--- config.mk ---
export PLATFORM = sky130hd
export DESIGN_NAME = stream_gate
export DESIGN_NICKNAME = d
export VERILOG_FILES = /design/src/rtl/stream_gate_pkg.sv /design/src/rtl/gate_fsm.sv /design/src/rtl/burst_counter.sv /design/src/rtl/sticky_flags.sv /design/src/rtl/stream_gate.sv
export SDC_FILE = /design/constraint.sdc
export NUM_CORES = 1
export LEC_CHECK = 0
export ABC_AREA = 1
export ABC_CLOCK_PERIOD_IN_PS = 2300
export BUFFER_PORTS_ARGS = -buffer_cell sky130_fd_sc_hd__buf_2
export CORE_UTILIZATION = 40
export DETAILED_ROUTE_END_ITERATION = 10
export GPL_TIMING_DRIVEN = 0
export MAX_ROUTING_LAYER = met4
export SYNTH_ARGS = -nofsm -noshare
export SYNTH_HDL_FRONTEND = slang
export SYNTH_SLANG_ARGS = --single-unit
--- constraint.sdc ---
create_clock -name clk -period 2.3 [get_ports clk]
set_clock_uncertainty 0.15 [all_clocks]
set_input_delay 0.575 -clock clk [delete_from_list [all_inputs] [get_ports clk]]
set_output_delay 0.575 -clock clk [all_outputs]
set_load 0.1 [all_outputs]
--- src/rtl/stream_gate_pkg.sv ---
package stream_gate_pkg;
  typedef enum logic [1:0] {
    ST_IDLE  = 2'd0,
    ST_ARMED = 2'd1,
    ST_RUN   = 2'd2,
    ST_DONE  = 2'd3
  } gate_state_t;

  localparam int unsigned NUM_FLAGS = 2;
  localparam int unsigned FLAG_OVF  = 0;
  localparam int unsigned FLAG_UNF  = 1;
endpackage

--- src/rtl/gate_fsm.sv ---
module gate_fsm
  import stream_gate_pkg::*;
(
  input  logic        clk,
  input  logic        rst_n,
  input  logic        start_i,
  input  logic        stop_i,
  input  logic        trig_i,
  input  logic        cont_i,
  input  logic        len_zero_i,
  input  logic        last_xfer_i,
  output gate_state_t state_o,
  output logic        load_o
);
  gate_state_t state_q, state_d;

  // Trigger accepted in ARMED (a stop in the same cycle wins)
  assign load_o = (state_q == ST_ARMED) && trig_i && !stop_i;

  always_comb begin
    state_d = state_q;
    if (stop_i) begin
      state_d = ST_IDLE;
    end else begin
      unique case (state_q)
        ST_IDLE:  if (start_i) state_d = ST_ARMED;
        ST_ARMED: if (trig_i)  state_d = (!cont_i && len_zero_i) ? ST_DONE : ST_RUN;
        ST_RUN:   if (!cont_i && last_xfer_i) state_d = ST_DONE;
        ST_DONE:  state_d = ST_DONE;
        default:  state_d = ST_IDLE;
      endcase
    end
  end

  always_ff @(posedge clk or negedge rst_n) begin
    if (!rst_n) state_q <= ST_IDLE;
    else        state_q <= state_d;
  end

  assign state_o = state_q;
endmodule

--- src/rtl/burst_counter.sv ---
module burst_counter #(
  parameter int unsigned LEN_W = 32
) (
  input  logic             clk,
  input  logic             rst_n,
  input  logic             load_i,
  input  logic [LEN_W-1:0] len_i,
  input  logic             xfer_i,
  output logic             last_o
);
  logic [LEN_W-1:0] len_q, cnt_q, cnt_d;
  logic             cnt_en;

  assign cnt_en = load_i | xfer_i;
  assign cnt_d  = load_i ? '0 : cnt_q + 1'b1;
  assign last_o = xfer_i && (cnt_q == len_q - 1'b1);

  always_ff @(posedge clk or negedge rst_n) begin
    if (!rst_n) begin
      cnt_q <= '0;
    end else if (cnt_en) begin
      cnt_q <= cnt_d;
    end
  end

  always_ff @(posedge clk or negedge rst_n) begin
    if (!rst_n) begin
      len_q <= '0;
    end else if (load_i) begin
      len_q <= len_i;
    end
  end
endmodule

--- src/rtl/sticky_flags.sv ---
module sticky_flags #(
  parameter int unsigned N = 2
) (
  input  logic         clk,
  input  logic         rst_n,
  input  logic [N-1:0] set_i,
  input  logic [N-1:0] clr_i,
  output logic [N-1:0] flag_o
);
  for (genvar i = 0; i < N; i++) begin : g_flag
    logic q, d, en;
    assign en = set_i[i] | clr_i[i];
    assign d  = set_i[i];           // event wins over a clear
    always_ff @(posedge clk or negedge rst_n) begin
      if (!rst_n)  q <= 1'b0;
      else if (en) q <= d;
    end
    assign flag_o[i] = q;
  end
endmodule

--- src/rtl/stream_gate.sv ---
module stream_gate
  import stream_gate_pkg::*;
#(
  parameter int unsigned DATA_W = 16,
  parameter int unsigned LEN_W  = 32
) (
  input  logic              clk,
  input  logic              rst_n,
  input  logic              src_valid_i,
  output logic              src_ready_o,
  input  logic [DATA_W-1:0] src_data_i,
  output logic              dst_valid_o,
  input  logic              dst_ready_i,
  output logic [DATA_W-1:0] dst_data_o,
  input  logic              cmd_start_i,
  input  logic              cmd_stop_i,
  input  logic              trig_i,
  input  logic              cont_mode_i,
  input  logic [LEN_W-1:0]  burst_len_i,
  input  logic [1:0]        flag_clr_i,
  output logic [1:0]        state_o,
  output logic              ovf_o,
  output logic              unf_o
);
  localparam int unsigned SYNC_STAGES = 2;

  // Reset: asserted asynchronously, released on the clock
  logic [SYNC_STAGES-1:0] rst_sync_q;
  logic                   rst_int_n;
  always_ff @(posedge clk or negedge rst_n) begin
    if (!rst_n) rst_sync_q <= '0;
    else        rst_sync_q <= {rst_sync_q[SYNC_STAGES-2:0], 1'b1};
  end
  assign rst_int_n = rst_sync_q[SYNC_STAGES-1];

  gate_state_t          state;
  logic                 load, last_xfer, running, xfer;
  logic [NUM_FLAGS-1:0] flag_set, flags;

  assign running     = (state == ST_RUN);
  assign dst_valid_o = running & src_valid_i;
  assign src_ready_o = running & dst_ready_i;
  assign dst_data_o  = src_data_i;
  assign xfer        = running & src_valid_i & dst_ready_i;

  gate_fsm u_fsm (
    .clk        (clk),
    .rst_n      (rst_int_n),
    .start_i    (cmd_start_i),
    .stop_i     (cmd_stop_i),
    .trig_i     (trig_i),
    .cont_i     (cont_mode_i),
    .len_zero_i (burst_len_i == '0),
    .last_xfer_i(last_xfer),
    .state_o    (state),
    .load_o     (load)
  );

  burst_counter #(.LEN_W(LEN_W)) u_cnt (
    .clk   (clk),
    .rst_n (rst_int_n),
    .load_i(load),
    .len_i (burst_len_i),
    .xfer_i(xfer),
    .last_o(last_xfer)
  );

  assign flag_set[FLAG_OVF] = running &  src_valid_i & ~dst_ready_i;
  assign flag_set[FLAG_UNF] = running & ~src_valid_i &  dst_ready_i;

  sticky_flags #(.N(NUM_FLAGS)) u_flags (
    .clk   (clk),
    .rst_n (rst_int_n),
    .set_i (flag_set),
    .clr_i (flag_clr_i),
    .flag_o(flags)
  );

  assign state_o = state;
  assign ovf_o   = flags[FLAG_OVF];
  assign unf_o   = flags[FLAG_UNF];
endmodule

==> results of run 1 <==
## metal layers
metal	wire, um	part of all wire	GRT usage
met5	0	0	-
met3	689	0.048	0.0420
met4	357	0.025	0.0965
met2	6730	0.47	0.382
met1	6660	0.46	0.316
## cells in the mapped netlist (4+ instances only)
master / n
nand2_1: 182
inv_1: 103
nor2_1: 89
dfrtp_1: 70
o21ai_0: 45
nand3_1: 29
a21oi_1: 23
nand4_1: 23
xor2_1: 18
buf_4: 16
xnor2_1: 15
nor3_1: 12
clkbuf_1: 10
nand2_2: 10
inv_2: 8
nor2_2: 6
nor4_1: 6
o21ai_1: 6
nand3b_1: 5
o21bai_1: 5
nor3_2: 4
## worst max-delay path: stages, from the launching register on
cell     delay, ns
dfrtp_4       0.50
inv_4         0.07
nand2_4       0.07
nor2_8        0.16
buf_4         0.31
## flip-flops by register name, summed over array words and instances (netlist names)
register / flops
u_cnt.len_q: 32
u_fsm.state_o: 2
u_cnt.cnt_q: 32
u_flags.g_flag.q: 2
rst_sync_q: 2
## worst paths after layout
check / start / endpoint / slack, ns
setup reg to reg: u_fsm.state_o[0] / u_cnt.cnt_q[13] / 0.14
setup / recovery: u_fsm.state_o[0] / src_ready_o / 0.11
min in group clk: rst_sync_q[0] / rst_sync_q[1] / 0.20
hold / removal: rst_sync_q[1] / u_cnt.len_q[31] / 0.18
max in group asynchronous: rst_sync_q[1] / u_fsm.state_o[1] / 1.48
hold reg to reg: rst_sync_q[1] / u_cnt.len_q[31] / 0.18
## final cells by class
cell class              count  area [um2]  share of cell area
multi-input cells         509        2720               0.452
flip-flops and latches     70        1770               0.294
inverters                 112         423              0.0704
repair buffers             73         418              0.0696
clock inverters             3        45.0             0.00750
well taps                 168         210              0.0350
plain buffers              30         178              0.0296
clock buffers              13         250              0.0416
## kinds of logic after synthesis
group	after synthesis	synth area share
xor gates and xnor gates	34	0.0627
other	1	0.000755
DFF	70	0.352
adders and majority gates	2	0.00503
and+or+nand+nor	382	0.359
buffers and inverters	142	0.120
AOI/OAI and AO/OA	90	0.0997
## through the flow
stage / hold slack [ns] / utilization
final: 0.175 / 0.498
after global routing: 0.202 / 0.498
after CTS: 0.205 / 0.488
after detailed placement: 0.194 / 0.460
after global placement: 0.187 / 0.458
after floorplan: 0.129 / -
## placed cells by master, fill, tap and decap left out, types with 8 or more instances in the layout
| cell | synthesis | layout |
|---|---|---|
| nand2_1 | 182 | 182 |
| inv_1 | 103 | 102 |
| nor2_1 | 89 | 75 |
| buf_2 | 2 | 63 |
| dfrtp_1 | 70 | 63 |
| o21ai_0 | 45 | 45 |
| nand3_1 | 29 | 28 |
| buf_4 | 16 | 25 |
| nand4_1 | 23 | 23 |
| a21oi_1 | 23 | 22 |
| xor2_1 | 18 | 18 |
| nor2_2 | 6 | 16 |
| xnor2_1 | 15 | 15 |
| nor3_1 | 12 | 12 |
| clkbuf_1 | 10 | 12 |
| clkbuf_16 | 0 | 9 |
| inv_2 | 8 | 8 |
| nand2_2 | 10 | 8 |
## where the power goes
group	internal [mW]	switching, mW
Sequential	1.45	0.327
Combinational	0.623	1.09
Clock	0.871	0.555
## timing repair
| action | in CTS | in global routing |
|---|---|---|
| hold buffers | 1 | 0 |
| gates resized for setup | 5 | 28 |
| setup endpoints to repair | 2 | 3 |
| buffers inserted | 0 | 8 |
| hold endpoints to repair | 2 | 0 |
| pin swaps | 1 | 4 |
==> results.md, run 1 <==
- Number of remaining DRC errors: 0
- # port buffers: 63
- Max cap viols: 0
- Outcome: finished clean
- Post-route ant nets: 0
- Achievable Freq: 456 MHz
- Leakage power total: 3.02 nW
- Crit-path max FO: 4
- Rel. slew slack: 0.515
- Tcrit/Tclk final: 0.953
- Hold crit path type: register to async pin
- Final slew viol count: 0
- #FFs+latches synth: 70
- Maximum VDD drop: 0.358 mV
- Pre-CTS setup slack: -0.139 ns
- Placed Area: 0.00555 mm2
- CTS H-Tree Depth: 3
- Ant. Diodes: 0
- Worst-path clk slew: 0.06 ns
- Vias: 4855
- Ports: 80
- RSZ-0062 raised after global routing: false
- First-pass GRT wire length: around 23000 um
- Root Buffer: clkbuf_16
- Final #Nets: a little under 900
- Critical path type: register to output pin
- GPL Wtd Cong: a little over 0.9
- Startpoint types: register
- Setup violations, final: 0
- First-pass DRT Iterations: 5
- Worst-Skew Late Latency: 0.35 ns
- Detailed Route WL: 14400 um
- Synth-to-Final Area Change: 20.9%
- Post-route cell area: 0.00601 mm2
- Synth area leaders: dfrtp_1 35%, nand2_1 14%, inv_1 7.8%
- Dominant synthesized flop cell: dfrtp_1
- Initial Utilization: 0.412
- CTS tree: done
- Final HPWL DP: between 10000 and 15000 um
- EDFF count, synth: 0
- Die W: 113 um
- Core area: 0.0121 mm2
- Tot GR Track Use: 0.244
- Syn_area_per_cell: 6.89 um2
- Synth top area share: 0.352
- Synth Cell Area: 0.00497 mm2
- Final min period: 2.19 ns
- Final cell count without fillers: 978
- Row count: 40
- Largest net degree at the start of global routing: 69
- Synth warnings: 0
- Clock tree buffer depth: 2
- Cell accounting for the most synthesized area: dfrtp_1
- Fin Setup TNS: 0 ns
- Vias/cell: 4.96
- GRT overflow: 0
- Initial antenna violation count: 0
- Drt first-iter violations: roughly 370
- Crit end category: output pin
- Crit path DAT: 1.47 ns
- Share of layout cells above drive strength 1: 0.211
- Die Y-Extent: ~110 um
- Asr flop ratio synth: 1.00
- Die footprint: 0.0129 mm2
- Placed insts: 953
- Syn_nets: 781
- Tightest Pin Transition: 0.722 ns
- Hold Vio Cnt, Final: 0
- R2R depth: 7
- Final WS setup: 0.109 ns
- Filler instances: 1201
- Mapped Cells: 721
- Routed len/inst: 14.8 um
- Req. time, crit path: 1.57 ns
- Vias in the first global route: 4480
- CTS sink count: 70
- PD cells: 818 mW/mm2
- Post-synthesis cell type count: 45
- Sequential cell area fraction in the yosys report: 0.352
- Total power: 4.92 mW
- TritonCTS buffer count: 9
(Power assumes the default switching activity.)
==> inputs of run 2 (changes only) <==
CELL_PAD_IN_SITES_DETAIL_PLACEMENT = 0   (was not set)
CELL_PAD_IN_SITES_GLOBAL_PLACEMENT = 1   (was not set)
CORE_UTILIZATION = 37   (was 40)
PLACE_DENSITY_LB_ADDON = 0.1   (was not set)
SLEW_MARGIN = 20   (was not set)
==> results.md, run 2 (synthesis results as in run 1) <==
- Outcome: finished clean
- Crit path largest cell delay: about 0.50 ns
- Slowest stage cell, crit path: dfrtp_4
- Critical path type: register to output pin
- GPL Wtd Cong: 0.855
- CTS H-Tree Depth: 3
- First-pass DRT Iterations: 6
- Rel. slew slack: 0.451
- Area of the multi-input gates: between 0.002 and 0.003 mm2
- Crit path DAT: 1.46 ns
- PD cells: between 800 and 900 mW/mm2
- Post-route ant nets: 0
- Final min period: 2.18 ns
- WHS: between 0.1 and 0.15 ns
- Largest net degree at the start of global routing: 39
- Startpoint types: register
- Number of remaining DRC errors: 0
- Achievable Freq: 458 MHz
- Initial Utilization: 0.386
- Drt first-iter violations: 322
- Routed len/inst: 15.2 um
- RSZ-0062 raised after global routing: true
- Initial antenna violation count: 0
- Leakage power total: 3.00 nW
- First-pass GRT wire length: ~24000 um
- Crit-path max FO: 4
- Share of layout cells above drive strength 1: 0.198
- Vias/cell: 4.97
- Crit end category: output pin
- CTS sink count: 70
- Detailed Route WL: 14800 um
- # port buffers: 63
- Row count: 41
- Placed Area: 0.00555 mm2
- Tot GR Track Use: 0.230
- Final slew viol count: 0
- Core area: roughly 0.013 mm2
- Leading cell type in the layout, fill and taps excluded: nand2_1
- Root Buffer: clkbuf_16
- Worst-path clk slew: roughly 0.050 ns
- TritonCTS buffer count: 9
- Ant. Diodes: 0
- Post-route cell area: 0.00596 mm2
- Ports: 80
- Final WS setup: between 0.1 and 0.15 ns
- Setup violations, final: 0
- Final #Nets: between 800 and 900
- Vias in the first global route: 4599
- Synth-to-Final Area Change: 19.9%
- Clock tree buffer depth: 2
- Tightest Pin Transition: 0.817 ns
- Die footprint: 0.0139 mm2
- Die Y-Extent: 118 um
- GRT overflow: 0
- Most frequent cells in the layout: 182 x nand2_1, 102 x inv_1, 80 x nor2_1
- Worst-Skew Late Latency: 0.35 ns
- Pre-CTS setup slack: -0.192 ns
- CTS tree: done
- Req. time, crit path: 1.57 ns
- Hold crit path type: register to async pin
- Maximum VDD drop: 0.353 mV
- Reg area: 0.00176 mm2
- Die W: 118 um
- Max cap viols: 0
- Final HPWL DP: 12000 um
- Vias: about 4800
- Tcrit/Tclk final: 0.950
- Filler instances: 1368
- Worst path cell trace: inv_4 -> nand2_4 -> nor2_8 -> buf_4
- Top Registers: u_cnt.cnt_q x32, u_cnt.len_q x32
- Hold Vio Cnt, Final: 0
[run 2: changes by cell type in the layout (fill, tap and decap cells not counted), sizes merged]
cell	previous run	this run
clkinv	1	3
buf	90	81
clkbuf	25	22
bufinv	1	2
nor2	101	102
[run 2: area by class of cell]
class	instances	share of cell area
Clock buffer	10	0.0401
Tap cell	172	0.0361
Clock inverter	6	0.0143
Multi-Input combinational cell	510	0.454
Timing Repair Buffer	65	0.0588
Inverter	112	0.0709
Sequential cell	70	0.296
Buffer	29	0.0298
[run 2: path summary, 6_finish.rpt]
kind,start,end,slack [ns],cells past startpoint
min in group clk,rst_sync_q[0],rst_sync_q[1],0.21,0
worst max register to register,u_cnt.len_q[0],u_fsm.state_o[0],0.13,14
worst min-delay path,rst_sync_q[1],u_fsm.state_o[1],0.13,0
max in group asynchronous,rst_sync_q[1],u_cnt.len_q[29],1.31,1
worst min register to register,rst_sync_q[1],u_fsm.state_o[1],0.13,0
worst max-delay path,u_fsm.state_o[0],src_ready_o,0.12,4
[run 2: stage by stage]
step | TNS, ns | utilization | instances | power [mW]
floorplan | -0.0558 | - | 721 | 2.94
detailed placement | -1.25 | 0.431 | 957 | 3.38
finish | 0 | 0.463 | 974 | 4.98
CTS | 0 | 0.459 | 973 | 4.95
global placement | -0.677 | 0.429 | 956 | 3.34
global route | -0.0619 | 0.463 | 974 | 5.31
[run 2: timing repair]
action / 4_1_cts / 5_1_grt
setup buffers: 0 / 0
pin swaps: 1 / 1
gates cloned: 0 / 1
setup endpoints to repair: 4 / 20
resized for setup: 6 / 18
hold buffers: 1 / 0
hold endpoints to repair: 2 / 0
[run 2: worst max-delay path: cells and delay by family, from the launching register on]
family	cells	cell delay, ns
simple gates	2	0.23
flops	1	0.50
buf+inv	2	0.38
[run 2: where the power goes]
group          total (mW)  internal (mW)  switching, mW
combinational        1.67          0.591           1.08
sequential           1.78           1.45          0.335
clock                1.53          0.974          0.555
[run 2: layer usage]
layer,GRT usage,wire (um),part of all wire
met5,-,0,0
met4,0.0753,229,0.015
met3,0.0363,673,0.046
met2,0.354,6790,0.46
met1,0.308,7090,0.48
